**config.mk**
```make
export PLATFORM = sky130hd
export DESIGN_NAME = nvstore_ctrl
export DESIGN_NICKNAME = d
export VERILOG_FILES = /design/src/rtl/nvs_pkg.sv /design/src/rtl/nvs_edge.sv /design/src/rtl/nvs_latches.sv /design/src/rtl/nvs_seq.sv /design/src/rtl/nvs_arrays.sv /design/src/rtl/nvstore_ctrl.sv
export SDC_FILE = /design/constraint.sdc
export NUM_CORES = 1
export LEC_CHECK = 0
export ABC_AREA = 1
export CAP_MARGIN = 20
export CORE_MARGIN = 5
export CORE_UTILIZATION = 45
export CTS_CLUSTER_DIAMETER = 40
export DETAILED_ROUTE_END_ITERATION = 8
export DONT_BUFFER_PORTS = 1
export HOLD_SLACK_MARGIN = 0.08
export PLACE_DENSITY = 0.6
export SKIP_LAST_GASP = 1
export SLEW_MARGIN = 20
export SYNTH_ARGS = -nofsm -noshare
export SYNTH_HDL_FRONTEND = slang
export SYNTH_HIERARCHICAL = 1
export SYNTH_SLANG_ARGS = --single-unit
```
**constraint.sdc**
```tcl
create_clock -name clk -period 5.2 [get_ports clk]
set_input_delay 0.26 -clock clk [delete_from_list [all_inputs] [get_ports clk]]
set_output_delay 0.26 -clock clk [all_outputs]
set_load 0.01 [all_outputs]
```
**src/rtl/nvs_pkg.sv**
```systemverilog
package nvs_pkg;

   typedef enum logic [2:0] {
      ST_PWRUP,
      ST_IDLE,
      ST_RECALL,
      ST_STORE,
      ST_SWAIT
   } nvs_state_e;

   function automatic int nvs_cnt_bits(input int a, input int b, input int c);
      int m;
      m = a;
      if (b > m) m = b;
      if (c > m) m = c;
      return $clog2(m + 1);
   endfunction

endpackage

```
**src/rtl/nvs_edge.sv**
```systemverilog
module nvs_edge #(
   parameter bit RISING = 1'b1
) (
   input  logic clk,
   input  logic rst_n,
   input  logic din,
   output logic pulse
);
   logic prev_q;

   always_ff @(posedge clk or negedge rst_n) begin
      if (!rst_n) prev_q <= RISING;
      else        prev_q <= din;
   end

   generate
      if (RISING) begin : g_rise
         assign pulse = din & ~prev_q;
      end else begin : g_fall
         assign pulse = ~din & prev_q;
      end
   endgenerate
endmodule

```
**src/rtl/nvs_latches.sv**
```systemverilog
module nvs_latches (
   input  logic clk,
   input  logic rst_n,
   input  logic idle,
   input  logic wren_set,
   input  logic wren_clr,
   input  logic as_set,
   input  logic store_done,
   input  logic recall_done,
   output logic wel,
   output logic asel,
   output logic prl
);
   always_ff @(posedge clk or negedge rst_n) begin
      if (!rst_n) begin
         wel  <= 1'b0;
         asel <= 1'b0;
         prl  <= 1'b0;
      end else begin
         if (store_done)
            wel <= 1'b0;
         else if (idle && wren_clr)
            wel <= 1'b0;
         else if (idle && wren_set)
            wel <= 1'b1;
         if (idle && as_set)
            asel <= 1'b1;
         if (recall_done)
            prl <= 1'b1;
      end
   end
endmodule

```
**src/rtl/nvs_seq.sv**
```systemverilog
module nvs_seq
   import nvs_pkg::*;
#(
   parameter int WORDS      = 16,
   parameter int PUR_CYCLES = 40,
   parameter int STORE_WAIT = 8,
   localparam int AW = $clog2(WORDS),
   localparam int CW = nvs_cnt_bits(WORDS, PUR_CYCLES, STORE_WAIT)
) (
   input  logic          clk,
   input  logic          rst_n,
   input  logic          can_store,
   input  logic          asel,
   input  logic          supply_edge,
   input  logic          recall_req,
   input  logic          store_req,
   output nvs_state_e    state,
   output logic [AW-1:0] idx,
   output logic          copy_to_ram,
   output logic          copy_to_nv,
   output logic          recall_done,
   output logic          store_done,
   output logic          idle
);
   localparam logic [CW-1:0] W_LAST   = CW'(WORDS - 1);
   localparam logic [CW-1:0] PUR_LAST = CW'(PUR_CYCLES - 1);
   localparam logic [CW-1:0] SW_LAST  = CW'(STORE_WAIT - 1);

   logic [CW-1:0] cnt;
   logic          auto_go;
   logic          sw_go;

   assign auto_go = supply_edge & asel & can_store;
   assign sw_go   = store_req & can_store;

   always_ff @(posedge clk or negedge rst_n) begin
      if (!rst_n) begin
         state <= ST_PWRUP;
         cnt   <= '0;
      end else begin
         unique case (state)
            ST_PWRUP: begin
               if (cnt == PUR_LAST) begin
                  state <= ST_IDLE;
                  cnt   <= '0;
               end else begin
                  cnt <= cnt + 1'b1;
               end
            end
            ST_IDLE: begin
               cnt <= '0;
               if (auto_go)         state <= ST_STORE;
               else if (recall_req) state <= ST_RECALL;
               else if (sw_go)      state <= ST_STORE;
            end
            ST_RECALL: begin
               if (cnt == W_LAST) begin
                  state <= ST_IDLE;
                  cnt   <= '0;
               end else begin
                  cnt <= cnt + 1'b1;
               end
            end
            ST_STORE: begin
               if (cnt == W_LAST) begin
                  state <= ST_SWAIT;
                  cnt   <= '0;
               end else begin
                  cnt <= cnt + 1'b1;
               end
            end
            ST_SWAIT: begin
               if (cnt == SW_LAST) begin
                  state <= ST_IDLE;
                  cnt   <= '0;
               end else begin
                  cnt <= cnt + 1'b1;
               end
            end
            default: begin
               state <= ST_IDLE;
               cnt   <= '0;
            end
         endcase
      end
   end

   assign idx         = cnt[AW-1:0];
   assign idle        = (state == ST_IDLE);
   assign copy_to_ram = ((state == ST_PWRUP) && (cnt <= W_LAST)) || (state == ST_RECALL);
   assign copy_to_nv  = (state == ST_STORE);
   assign recall_done = (state == ST_RECALL) && (cnt == W_LAST);
   assign store_done  = (state == ST_SWAIT) && (cnt == SW_LAST);
endmodule

```
**src/rtl/nvs_arrays.sv**
```systemverilog
module nvs_arrays #(
   parameter int WORDS  = 16,
   parameter int WIDTH  = 16,
   parameter bit RD_REG = 1'b0,
   localparam int AW = $clog2(WORDS)
) (
   input  logic             clk,
   input  logic             host_ok,
   input  logic             host_we,
   input  logic [AW-1:0]    host_waddr,
   input  logic [WIDTH-1:0] host_wdata,
   input  logic [AW-1:0]    host_raddr,
   output logic [WIDTH-1:0] host_rdata,
   input  logic             copy_to_ram,
   input  logic             copy_to_nv,
   input  logic [AW-1:0]    idx
);
   logic [WIDTH-1:0] ram_q [WORDS];
   logic [WIDTH-1:0] nv_q  [WORDS];

   always_ff @(posedge clk) begin
      if (copy_to_ram)
         ram_q[idx] <= nv_q[idx];
      else if (host_ok && host_we)
         ram_q[host_waddr] <= host_wdata;
   end

   always_ff @(posedge clk) begin
      if (copy_to_nv)
         nv_q[idx] <= ram_q[idx];
   end

   generate
      if (RD_REG) begin : g_rd_reg
         logic [WIDTH-1:0] rd_q;
         always_ff @(posedge clk) rd_q <= ram_q[host_raddr];
         assign host_rdata = rd_q;
      end else begin : g_rd_comb
         assign host_rdata = ram_q[host_raddr];
      end
   endgenerate
endmodule

```
**src/rtl/nvstore_ctrl.sv**
```systemverilog
module nvstore_ctrl
   import nvs_pkg::*;
#(
   parameter int WORDS      = 16,
   parameter int WIDTH      = 16,
   parameter int PUR_CYCLES = 40,
   parameter int STORE_WAIT = 8,
   parameter bit RD_REG     = 1'b0,
   localparam int AW = $clog2(WORDS)
) (
   input  logic             clk,
   input  logic             rst_n,
   input  logic             cmd_wren_set,
   input  logic             cmd_wren_clr,
   input  logic             cmd_autostore_en,
   input  logic             cmd_store,
   input  logic             cmd_recall,
   input  logic             recall_pin_n,
   input  logic             supply_low,
   input  logic             host_we,
   input  logic [AW-1:0]    host_waddr,
   input  logic [WIDTH-1:0] host_wdata,
   input  logic [AW-1:0]    host_raddr,
   output logic [WIDTH-1:0] host_rdata,
   output logic             busy,
   output logic             wren_latch,
   output logic             autostore_latch,
   output logic             recalled_latch
);
   generate
      if (WORDS < 2) begin : g_bad_words
         $error("WORDS must be at least 2");
      end
      if (PUR_CYCLES < WORDS) begin : g_bad_pur
         $error("PUR_CYCLES must cover one full copy of WORDS");
      end
      if (STORE_WAIT < 1) begin : g_bad_wait
         $error("STORE_WAIT must be at least 1");
      end
      if (WIDTH < 1) begin : g_bad_width
         $error("WIDTH must be positive");
      end
   endgenerate

   nvs_state_e    seq_state;
   logic [AW-1:0] idx;
   logic          copy_to_ram, copy_to_nv;
   logic          recall_done, store_done, idle;
   logic          supply_edge, pin_edge;

   nvs_edge #(.RISING(1'b1)) i_supply_edge (
      .clk(clk), .rst_n(rst_n), .din(supply_low), .pulse(supply_edge)
   );

   nvs_edge #(.RISING(1'b0)) i_pin_edge (
      .clk(clk), .rst_n(rst_n), .din(recall_pin_n), .pulse(pin_edge)
   );

   nvs_seq #(
      .WORDS(WORDS), .PUR_CYCLES(PUR_CYCLES), .STORE_WAIT(STORE_WAIT)
   ) i_seq (
      .clk         (clk),
      .rst_n       (rst_n),
      .can_store   (wren_latch & recalled_latch),
      .asel        (autostore_latch),
      .supply_edge (supply_edge),
      .recall_req  (cmd_recall | pin_edge),
      .store_req   (cmd_store),
      .state       (seq_state),
      .idx         (idx),
      .copy_to_ram (copy_to_ram),
      .copy_to_nv  (copy_to_nv),
      .recall_done (recall_done),
      .store_done  (store_done),
      .idle        (idle)
   );

   nvs_latches i_latches (
      .clk         (clk),
      .rst_n       (rst_n),
      .idle        (idle),
      .wren_set    (cmd_wren_set),
      .wren_clr    (cmd_wren_clr),
      .as_set      (cmd_autostore_en),
      .store_done  (store_done),
      .recall_done (recall_done),
      .wel         (wren_latch),
      .asel        (autostore_latch),
      .prl         (recalled_latch)
   );

   nvs_arrays #(
      .WORDS(WORDS), .WIDTH(WIDTH), .RD_REG(RD_REG)
   ) i_arrays (
      .clk         (clk),
      .host_ok     (idle),
      .host_we     (host_we),
      .host_waddr  (host_waddr),
      .host_wdata  (host_wdata),
      .host_raddr  (host_raddr),
      .host_rdata  (host_rdata),
      .copy_to_ram (copy_to_ram),
      .copy_to_nv  (copy_to_nv),
      .idx         (idx)
   );

   assign busy = ~idle;
endmodule

```
==> flow_summary.json, run 1 <==
{
  "status": "completed",
  "setup-violations-final": 0,
  "avgSynthCellArea_sq_um": 10.2,
  "synth_top_area_share_pct": 64.8,
  "root_buffer": "clkbuf_16",
  "placed_cells": 2922,
  "die_area_sq_um": 57400,
  "met2_length_microns": 33200,
  "cp_max_fo": 39,
  "synth_top_area_cell": "edfxtp_1",
  "fmax_mhz": 298,
  "crit_type": "flop to flop",
  "vias": 17431,
  "finalWeightedCongestion": 0.833,
  "fin_nets": 2355,
  "die_y_microns": 240,
  "wirelength_microns": 70400,
  "arrival_ps": 3610,
  "reg2reg_slack_ps": 1850,
  "final-seq-area_sq_um": 15700,
  "max_slew.worst_pin.slew_ps": 1130,
  "async_reset_ff_share_pct": 2.66,
  "drt_iter0_drc": 2209,
  "portBuffers": 0,
  "min_path_cells": 2,
  "worst_setup_path_end_kind": "flop",
  "critPathMaxStageDelay_ps": 850,
  "cts-resized-gates": 0,
  "clkTransAtPathRegs_ps": 50,
  "rsz0062_at_grt": "false",
  "grt_max_degree": 257,
  "switching_share_pct": 37.0,
  "switching_power_mw": 6.26,
  "power_frac_comb_pct": 30.4,
  "cpMaxStageDelayCell": "nor2_1",
  "drc": 0,
  "cts_buffer_depth": 3,
  "synth_most_common_cell": "nand2_1",
  "grt_pass1_wl_microns": 104000,
  "drtPass1Iterations": 6,
  "maxSlewViolCount": 0,
  "multi_input_area_sq_um": 6800,
  "p_leak_nw": 10.3,
  "synth_area_leaders": "edfxtp_1, nand2_1, o21ai_0",
  "ant_nets": 0,
  "routed.top_layer": "met4",
  "cp-endpoint": "i_arrays/ram_q[2][7]$_DFFE_PP_",
  "power_frac_seq_pct": 40.2,
  "synth_cell_types": 32,
  "maxCapViolCount": 0,
  "yosysSeqAreaShare_pct": 66.3,
  "reg2reg_depth": 9,
  "ys_top_cells_by_count": "nand2_1, edfxtp_1, o21ai_0",
  "syn-num-nets": 2353,
  "p_int_mw": 10.7,
  "grt_pass1_vias": 16761,
  "crit_chain": "buf_4 > nor2_4 > buf_12 > nand2_1 > nand4_1 > nand2_1 > nand2_1 > nor2_1 > nor2_1",
  "syn-cell-area_sq_um": 23700,
  "h-tree-depth": 3,
  "synth_edf_count": 512,
  "fin_worst_skew_ps": 21.3,
  "hold_viol": 0,
  "reg2reg_to": "i_arrays/ram_q[2][7]$_DFFE_PP_",
  "layout_min_cycle_time_ps": 3350,
  "synth_ff_type": "edfxtp_1",
  "drive_gt1_share_pct": 10.7,
  "cts.sink_count": 526,
  "ctsHoldBuffers": 9,
  "die_w_microns": 240,
  "clkLatencyLatePin_ps": 610,
  "layoutNonFillerInstCount": 3069,
  "ys_warn_count": 6,
  "vdd.ir_drop.worst_v": 0.000311,
  "cts_buffers": 74,
  "detail_route.vias_per_cell": 5.68,
  "critPathMostFrequentCell": "nand2_1",
  "synth_seq_cells": 526,
  "setup_tns_ps": 0,
  "grt_overflow": 0,
  "post-route-period-util_pct": 64.5,
  "core_area_sq_um": 52300,
  "ios": 54,
  "met3_length_microns": 5970,
  "gr-usage-all-layers_pct": 24.2,
  "powerDensity_nw_per_um2": 626,
  "antenna_found_initial": 2,
  "min_path_type": "input pin to flop",
  "cp-startpoint": "i_seq/cnt[1]$_DFF_PN0_",
  "start_util_pct": 45.3,
  "cts.repair_timing.setup_buffer_count": 0,
  "r2r_start": "i_seq/cnt[1]$_DFF_PN0_",
  "max_slew_margin_pct": 24.6,
  "cts_tree": "done",
  "n_fill_cell": 4600,
  "worstSetupStartpointType": "flop",
  "wl_met1_microns": 28400,
  "hpwlAfterDp_microns": 40000,
  "core.rowCount": 84,
  "syn_inst": 2318,
  "area_delta_synth_final_pct": 13.9,
  "required_ps": 5450,
  "route.detailed.wl_per_inst_microns": 22.9,
  "pwr-share-clk_pct": 29.5
}
[cell usage in the layout (no fill, tap or decap), drive strengths merged, types with 2 or more instances in the layout]
cell type	count
clkinvlp	5
o211ai	64
nand2	796
inv	176
buf	57
nand3	159
xnor2	2
dlygate4sd3	9
nor2	103
o21ai	261
dfrtp	13
bufinv	6
edfxtp	512
diode	2
clkinv	29
clkbuf	81
a21oi	67
nand4	32
[worst max-delay path: cells and delay by family, from the launching register on]
kind	cells	cell delay, ps
AND/OR/NAND/NOR	7	1840
buffers and inverters	2	640
flip-flops	1	490
[stage by stage]
stage          total power, mW  util [%]  hold slack [ps]  setup WS [ps]  area, sq um
2_1_floorplan             9.90         -            -35.6           2570        23700
3_3_place_gp              11.8      46.7            -34.7           1750        24400
3_5_place_dp              11.9      46.7            -34.6           1730        24400
4_1_cts                   16.9      51.6              135           1730        27000
5_1_grt                   17.7      51.6              136           1700        27000
6_report                  16.9      51.6              155           1850        27000
[sequential cells by signal, indices dropped and copies added (netlist names)]
| signal | cells |
|---|---|
| i_seq/state | 3 |
| i_pin_edge/prev_q | 1 |
| i_latches/wel | 1 |
| i_arrays/ram_q | 256 |
| i_latches/prl | 1 |
| i_supply_edge/prev_q | 1 |
| i_seq/cnt | 6 |
| i_arrays/nv_q | 256 |
| i_latches/asel | 1 |
[logic make-up after synthesis]
logic type      Yosys count  share of synthesized area (%)
buf+inv                 302                           5.56
simple gates           1093                           19.0
flops                   526                           66.3
xor+xnor                  2                         0.0739
compound gates          394                           9.03
fa+ha+maj                 1                         0.0528
[power by group through the flow]
stage               sequential (mW)  combinational, mW  clock, mW
detailed placement             6.87               5.05          0
floorplan                      6.76               3.14          0
CTS                            6.79               5.09       5.06
finish                         6.80               5.14       4.99
global route                   6.83               5.62       5.26
global placement               6.86               4.98          0
[final cells by class]
type,count,share of cell area [%]
diodes,2,0.0185
clock buffers,81,6.99
clock inverters,54,2.19
inverters,162,2.27
multi-input cells,1490,25.2
flip-flops and latches,526,58.2
well taps,688,3.19
repair buffers,66,1.96
[routing by layer]
layer  vias up  global-route usage, %
li1       7967                      -
met1      8446                   32.5
met2       847                   39.3
met3       171                   4.17
met4         0                   10.3
met5         -                      0
[worst min-delay path by stage]
| stage | startpoint | to | slack, ps |
|---|---|---|---|
| 4_1_cts | rst_n | i_latches/asel$_DFFE_PN0P_ | 140 |
| 3_5_place_dp | rst_n | i_pin_edge/prev_q$_DFF_PN0_ | -30 |
| 3_3_place_gp | rst_n | i_pin_edge/prev_q$_DFF_PN0_ | -30 |
| 5_1_grt | host_wdata[10] | i_arrays/ram_q[1][10]$_DFFE_PP_ | 140 |
| 6_report | host_wdata[10] | i_arrays/ram_q[1][10]$_DFFE_PP_ | 150 |
| 2_1_floorplan | rst_n | i_latches/asel$_DFFE_PN0P_ | -40 |
Note: power is estimated with default switching activity, not from simulation.
==> run 2: changes to the inputs <==
- clock period: 5.2 -> 3.35 ns (I/O delays scaled with it)
==> run 2 against run 1 <==
  * Power up 63%
  * Die area unchanged
  * Clock power up 62%
  * Via count about the same
  * Maximum frequency up 6.6%
  * First-iteration DRC count down 11%
  * Sequential share of layout area down 1.4 points
==> flow_summary.json, run 2 (synthesis gave the netlist of run 1 again) <==
{
  "die_area_sq_um": 57400,
  "grt_max_degree": 257,
  "drive_gt1_share_pct": 12.4,
  "start_util_pct": 45.3,
  "arrival_ps": 3680,
  "rsz0062_at_grt": "false",
  "clkLatencyLatePin_ps": 600,
  "grt_overflow": 0,
  "area_delta_synth_final_pct": 16.8,
  "detail_route.vias_per_cell": 5.57,
  "cts.sink_count": 526,
  "drtPass1Iterations": 6,
  "maxSlewViolCount": 0,
  "cts_tree": "done",
  "grt_pass1_vias": 16908,
  "n_fill_cell": 4568,
  "final-seq-area_sq_um": 15700,
  "fin_worst_skew_ps": 26.9,
  "ios": 54,
  "utilization_pct": 52.9,
  "root_buffer": "clkbuf_16",
  "reg_top3": "i_arrays/nv_q (256), i_arrays/ram_q (256), i_seq/cnt (6)",
  "ant_nets": 0,
  "post-route-period-util_pct": 93.9,
  "worstSetupStartpointType": "flop",
  "finalWeightedCongestion": 0.882,
  "cts_buffers": 77,
  "portBuffers": 0,
  "core_area_sq_um": 52300,
  "worst_setup_path_end_kind": "flop",
  "multi_input_area_sq_um": 6780,
  "powerDensity_nw_per_um2": 993,
  "max_slew.worst_pin.slew_ps": 816,
  "grt_pass1_wl_microns": 103000,
  "cts.repair_timing.setup_buffer_count": 0,
  "final_cell_mix": "nand2_1, edfxtp_1, o21ai_0",
  "max_slew_margin_pct": 45.6,
  "status": "completed",
  "route.detailed.wl_per_inst_microns": 22.1,
  "p_leak_nw": 10.7,
  "cts_buffer_depth": 3,
  "die_w_microns": 240,
  "final_common_cell": "nand2_1",
  "core.rowCount": 84,
  "cp_max_fo": 58,
  "die_y_microns": 240,
  "vias": 17439,
  "clkTransAtPathRegs_ps": 60,
  "drt_iter0_drc": 1969,
  "wirelength_microns": 69300,
  "hpwlAfterDp_microns": 42100,
  "antenna_found_initial": 2,
  "vdd.ir_drop.worst_v": 0.000582,
  "gr-usage-all-layers_pct": 23.8,
  "h-tree-depth": 3,
  "layout_min_cycle_time_ps": 3150,
  "setup_tns_ps": 0,
  "fmax_mhz": 318,
  "drc": 0,
  "min_path_type": "input pin to flop",
  "maxCapViolCount": 0,
  "hold_viol": 0,
  "required_ps": 3890,
  "fin_nets": 2416,
  "crit_type": "flop to flop",
  "setup-violations-final": 0
}
-- run 2: cell types whose count changed in the layout (fill, tap and decap cells not counted), sizes merged --
cell         delta
inv             -2
buf            +53
bufinv          +4
clkinv         -11
dlygate4sd3     +4
clkbuf         +12
clkinvlp        +2
-- run 2: path summary, 6_finish.rpt --
check,start,end,slack (ps),depth (start not counted)
setup / recovery,i_seq/cnt[0]$_DFF_PN0_,i_seq/state[0]$_DFFE_PN0P_,200,12
min in group asynchronous,rst_n,i_pin_edge/prev_q$_DFF_PN0_,580,2
hold reg to reg,i_latches/asel$_DFFE_PN0P_,i_latches/asel$_DFFE_PN0P_,570,1
hold / removal,host_wdata[2],i_arrays/ram_q[13][2]$_DFFE_PP_,120,3
setup reg to reg,i_seq/cnt[0]$_DFF_PN0_,i_seq/state[0]$_DFFE_PN0P_,200,12
max in group asynchronous,rst_n,i_seq/cnt[0]$_DFF_PN0_,2280,2
-- run 2: layer usage --
metal	wire length (microns)	global-route usage, %	share of wire (%)	vias up
met2	32800	38.3	47	765
met1	28300	32.3	41	8446
met3	5830	4.57	8.4	135
met5	0	0	0	-
met4	2270	9.08	3.3	0
li1	-	-	-	8093
-- run 2: power by group --
part | leakage (nW) | internal (mW) | switching [mW] | total (mW)
clock network | 1.24 | 5.15 | 2.95 | 8.10
logic | 4.62 | 2.25 | 6.67 | 8.92
registers | 4.82 | 10.2 | 0.322 | 10.5
-- run 2: layout make-up --
type	count	share of cell area, %
clock buffer	92	7.35
tap	688	3.11
timing repair buffer	124	3.99
multi-input combinational	1490	24.5
clock inverter	47	2.02
inverter	162	2.21
sequential	526	56.8
antenna	2	0.0181
-- run 2: stage by stage --
step                      area (sq um)  setup slack (ps)  hold WS (ps)  total power, mW  instances
after global placement           24900               646          -128             19.2       2976
after detailed placement         24900               662          -128             19.4       2976
final                            27700               205           116             27.5       3131
after floorplan                  23700               724          -128             15.4       2318
after global routing             27700              84.6           114             28.8       3131
after CTS                        27600              41.7          85.8             27.5       3128
-- run 2: worst max-delay path: stages (launching register included) --
cell	delay, ps
dfrtp_4	680
buf_16	320
ha_1	260
nand2_2	110
nor2_4	140
nand2_2	90
nand2_4	90
nand2_2	80
nor2_4	100
nand2_1	60
dlygate4sd3_1	560
nand2_1	70
dlygate4sd3_1	530
-- run 2: what timing repair did --
item | in CTS | in global routing
endpoints found under the setup margin | 0 | 1
hold endpoints to repair | 47 | 0
hold buffers | 13 | 0
resized for setup | 0 | 2
==> run 3: changes to the inputs <==
- ABC_AREA: 1 -> unset
==> run 3 against run 2 <==
  * Critical path depth shrank 7
  * Core utilization shrank 0.11 points
  * Design area shrank 6.3%
  * Synthesized area shrank 5.3%
  * Power shrank 14%
  * Synthesized cell count shrank 54%
  * Maximum frequency grew 7.8%
  * Clock skew shrank 5.0 ps
  * Cell count shrank 41%
  * Clock power shrank 12%
  * Count of clock-buffer cells in the layout shrank 9
  * First-iteration DRC count shrank 39%
  * Critical path type unchanged
  * Largest cell class unchanged
  * Largest power group unchanged
==> flow_summary.json, run 3 <==
{
  "status": "completed",
  "setup-violations-final": 0,
  "synth_edf_count": 512,
  "hold_viol": 0,
  "gr-usage-all-layers_pct": 20.2,
  "synth_seq_cells": 526,
  "antenna_found_initial": 1,
  "grt_overflow": 0,
  "area_delta_synth_final_pct": 15.5,
  "worstSetupStartpointType": "flop",
  "synth_cell_types": 44,
  "placed_cells": 1722,
  "layoutNonFillerInstCount": 1855,
  "grt_max_degree": 75,
  "synth_most_common_cell": "edfxtp_1",
  "ios": 54,
  "synth_top_area_share_pct": 68.4,
  "wirelength_microns": 54300,
  "vdd.ir_drop.worst_v": 0.000352,
  "die_area_sq_um": 54500,
  "worst_setup_path_end_kind": "flop",
  "cts.sink_count": 526,
  "p_int_mw": 16.4,
  "setup_tns_ps": 0,
  "final_common_cell": "edfxtp_1",
  "cp_max_fo": 26,
  "power_frac_seq_pct": 43.4,
  "core.rowCount": 81,
  "multi_input_area_sq_um": 6390,
  "die_y_microns": 233,
  "vias": 11273,
  "detail_route.vias_per_cell": 6.08,
  "maxCapViolCount": 0,
  "min_path_type": "input pin to async pin",
  "finalWeightedCongestion": 0.776,
  "arrival_ps": 3120,
  "power_frac_comb_pct": 26.2,
  "grt_pass1_wl_microns": 79400,
  "syn_inst": 1072,
  "clkLatencyLatePin_ps": 580,
  "reg_top3": "i_arrays/nv_q (256), i_arrays/ram_q (256), i_seq/cnt (6)",
  "maxSlewViolCount": 0,
  "ys_warn_count": 6,
  "final_cell_mix": "edfxtp_1, mux4_2, mux2i_1",
  "syn-num-nets": 1107,
  "required_ps": 3560,
  "drive_gt1_share_pct": 33.4,
  "max_slew.worst_pin.slew_ps": 779,
  "async_reset_ff_share_pct": 2.66,
  "n_fill_cell": 3755,
  "synth_area_leaders": "edfxtp_1, mux4_2, mux2i_1",
  "route.detailed.wl_per_inst_microns": 29.3,
  "h-tree-depth": 3,
  "root_buffer": "clkbuf_16",
  "p_leak_nw": 8.18,
  "fin_worst_skew_ps": 21.9,
  "switching_share_pct": 30.5,
  "cts_buffers": 67,
  "portBuffers": 0,
  "synth_ff_type": "edfxtp_1",
  "rsz0062_at_grt": "false",
  "cts_tree": "done",
  "drc": 0,
  "core_area_sq_um": 49200,
  "switching_power_mw": 7.17,
  "drt_iter0_drc": 1203,
  "syn-cell-area_sq_um": 22500,
  "fin_nets": 1171,
  "avgSynthCellArea_sq_um": 21.0,
  "post-route-period-util_pct": 87.1,
  "fmax_mhz": 343,
  "layout_min_cycle_time_ps": 2920,
  "max_slew_margin_pct": 47.9,
  "synth_top_area_cell": "edfxtp_1",
  "yosysSeqAreaShare_pct": 70.0,
  "die_w_microns": 233,
  "pwr-share-clk_pct": 30.4,
  "hpwlAfterDp_microns": 33300,
  "drtPass1Iterations": 5,
  "crit_type": "flop to flop",
  "ant_nets": 0,
  "grt_pass1_vias": 11480,
  "final-seq-area_sq_um": 15700,
  "ys_top_cells_by_count": "edfxtp_1, mux4_2, mux2i_1",
  "clkTransAtPathRegs_ps": 60,
  "powerDensity_nw_per_um2": 907,
  "start_util_pct": 45.7,
  "cts_buffer_depth": 3
}
## run 3: cell types whose count changed in the layout (fill, tap and decap cells not counted), moves of 16 or more
cell	before	now
nand2_1	786	5
o21ai_0	209	2
mux4_2	0	192
nand3_1	157	10
inv_1	154	8
mux2i_1	0	80
o211ai_1	64	0
a21oi_1	67	4
o21ai_1	51	0
buf_4	100	50
nand4_1	32	0
o32a_1	0	19
o221ai_1	0	16
o22a_1	0	16
## run 3: path summary, 6_finish.rpt
kind	start	slack (ps)	endpoint	depth (start not counted)
worst min register to register	i_latches/prl$_DFFE_PN0P_	580	i_latches/prl$_DFFE_PN0P_	1
worst max register to register	i_seq/cnt[0]$_DFF_PN0_	430	i_arrays/ram_q[5][13]$_DFFE_PP_	5
min in group clk	supply_low	140	i_supply_edge/prev_q$_DFF_PN1_	1
max in group asynchronous	rst_n	2660	i_seq/cnt[0]$_DFF_PN0_	1
worst min-delay path	rst_n	110	i_pin_edge/prev_q$_DFF_PN0_	1
worst max-delay path	i_seq/cnt[0]$_DFF_PN0_	430	i_arrays/ram_q[5][13]$_DFFE_PP_	5
## run 3: per-layer routing
layer,track usage (%),up-vias,wire (microns)
met5,0,-,10
li1,-,4728,-
met2,32.7,341,27000
met1,28.2,6125,22700
met3,4.59,77,3540
met4,4.97,2,1040
## run 3: cells by family (layout without fill, tap and decap cells)
kind of cell	after synthesis	after routing	synth area share [%]
flops	526	526	70.0
mux	272	272	22.8
simple gates	113	113	2.30
buf+inv	84	200	1.92
compound gates	73	73	2.78
xor+xnor	3	3	0.117
fa+ha+maj	1	1	0.0557
other cells	0	3	0
## run 3: layout make-up
type | count | share of cell area, %
Sequential cell | 526 | 60.7
Multi-Input combinational cell | 462 | 24.6
Clock buffer | 83 | 7.02
Tap cell | 664 | 3.20
Timing Repair Buffer | 71 | 2.72
Clock inverter | 38 | 1.62
Inverter | 8 | 0.116
Antenna cell | 3 | 0.0289
## run 3: stage by stage
step	instance area [sq um]	hold slack, ps	total power [mW]	utilization [%]	setup slack (ps)
finish	25900	112	23.5	52.8	433
global route	25900	124	24.4	52.8	267
CTS	25900	91.4	23.7	52.8	389
detailed placement	23600	-128	16.5	48.0	382
global placement	23600	-128	16.4	48.0	408
floorplan	22500	-128	14.0	-	386
## run 3: power by group through the flow
stage | Combinational, mW | Sequential [mW] | Clock [mW]
after detailed placement | 6.19 | 10.3 | 0
after floorplan | 3.88 | 10.1 | 0
after CTS | 6.20 | 10.2 | 7.31
final | 6.16 | 10.2 | 7.15
after global placement | 6.05 | 10.3 | 0
after global routing | 6.55 | 10.3 | 7.59
## run 3: critical path, cell delays in order (launching register included)
cell     delay, ps
dfrtp_4        670
buf_12         290
mux4_2         560
mux2i_1        270
nor2_1         120
o32a_1         610
## run 3: timing repair
item                      CTS  global route
hold endpoints to repair   20             0
resized for setup           0             0
hold buffers                9             0
buffers inserted            0             0
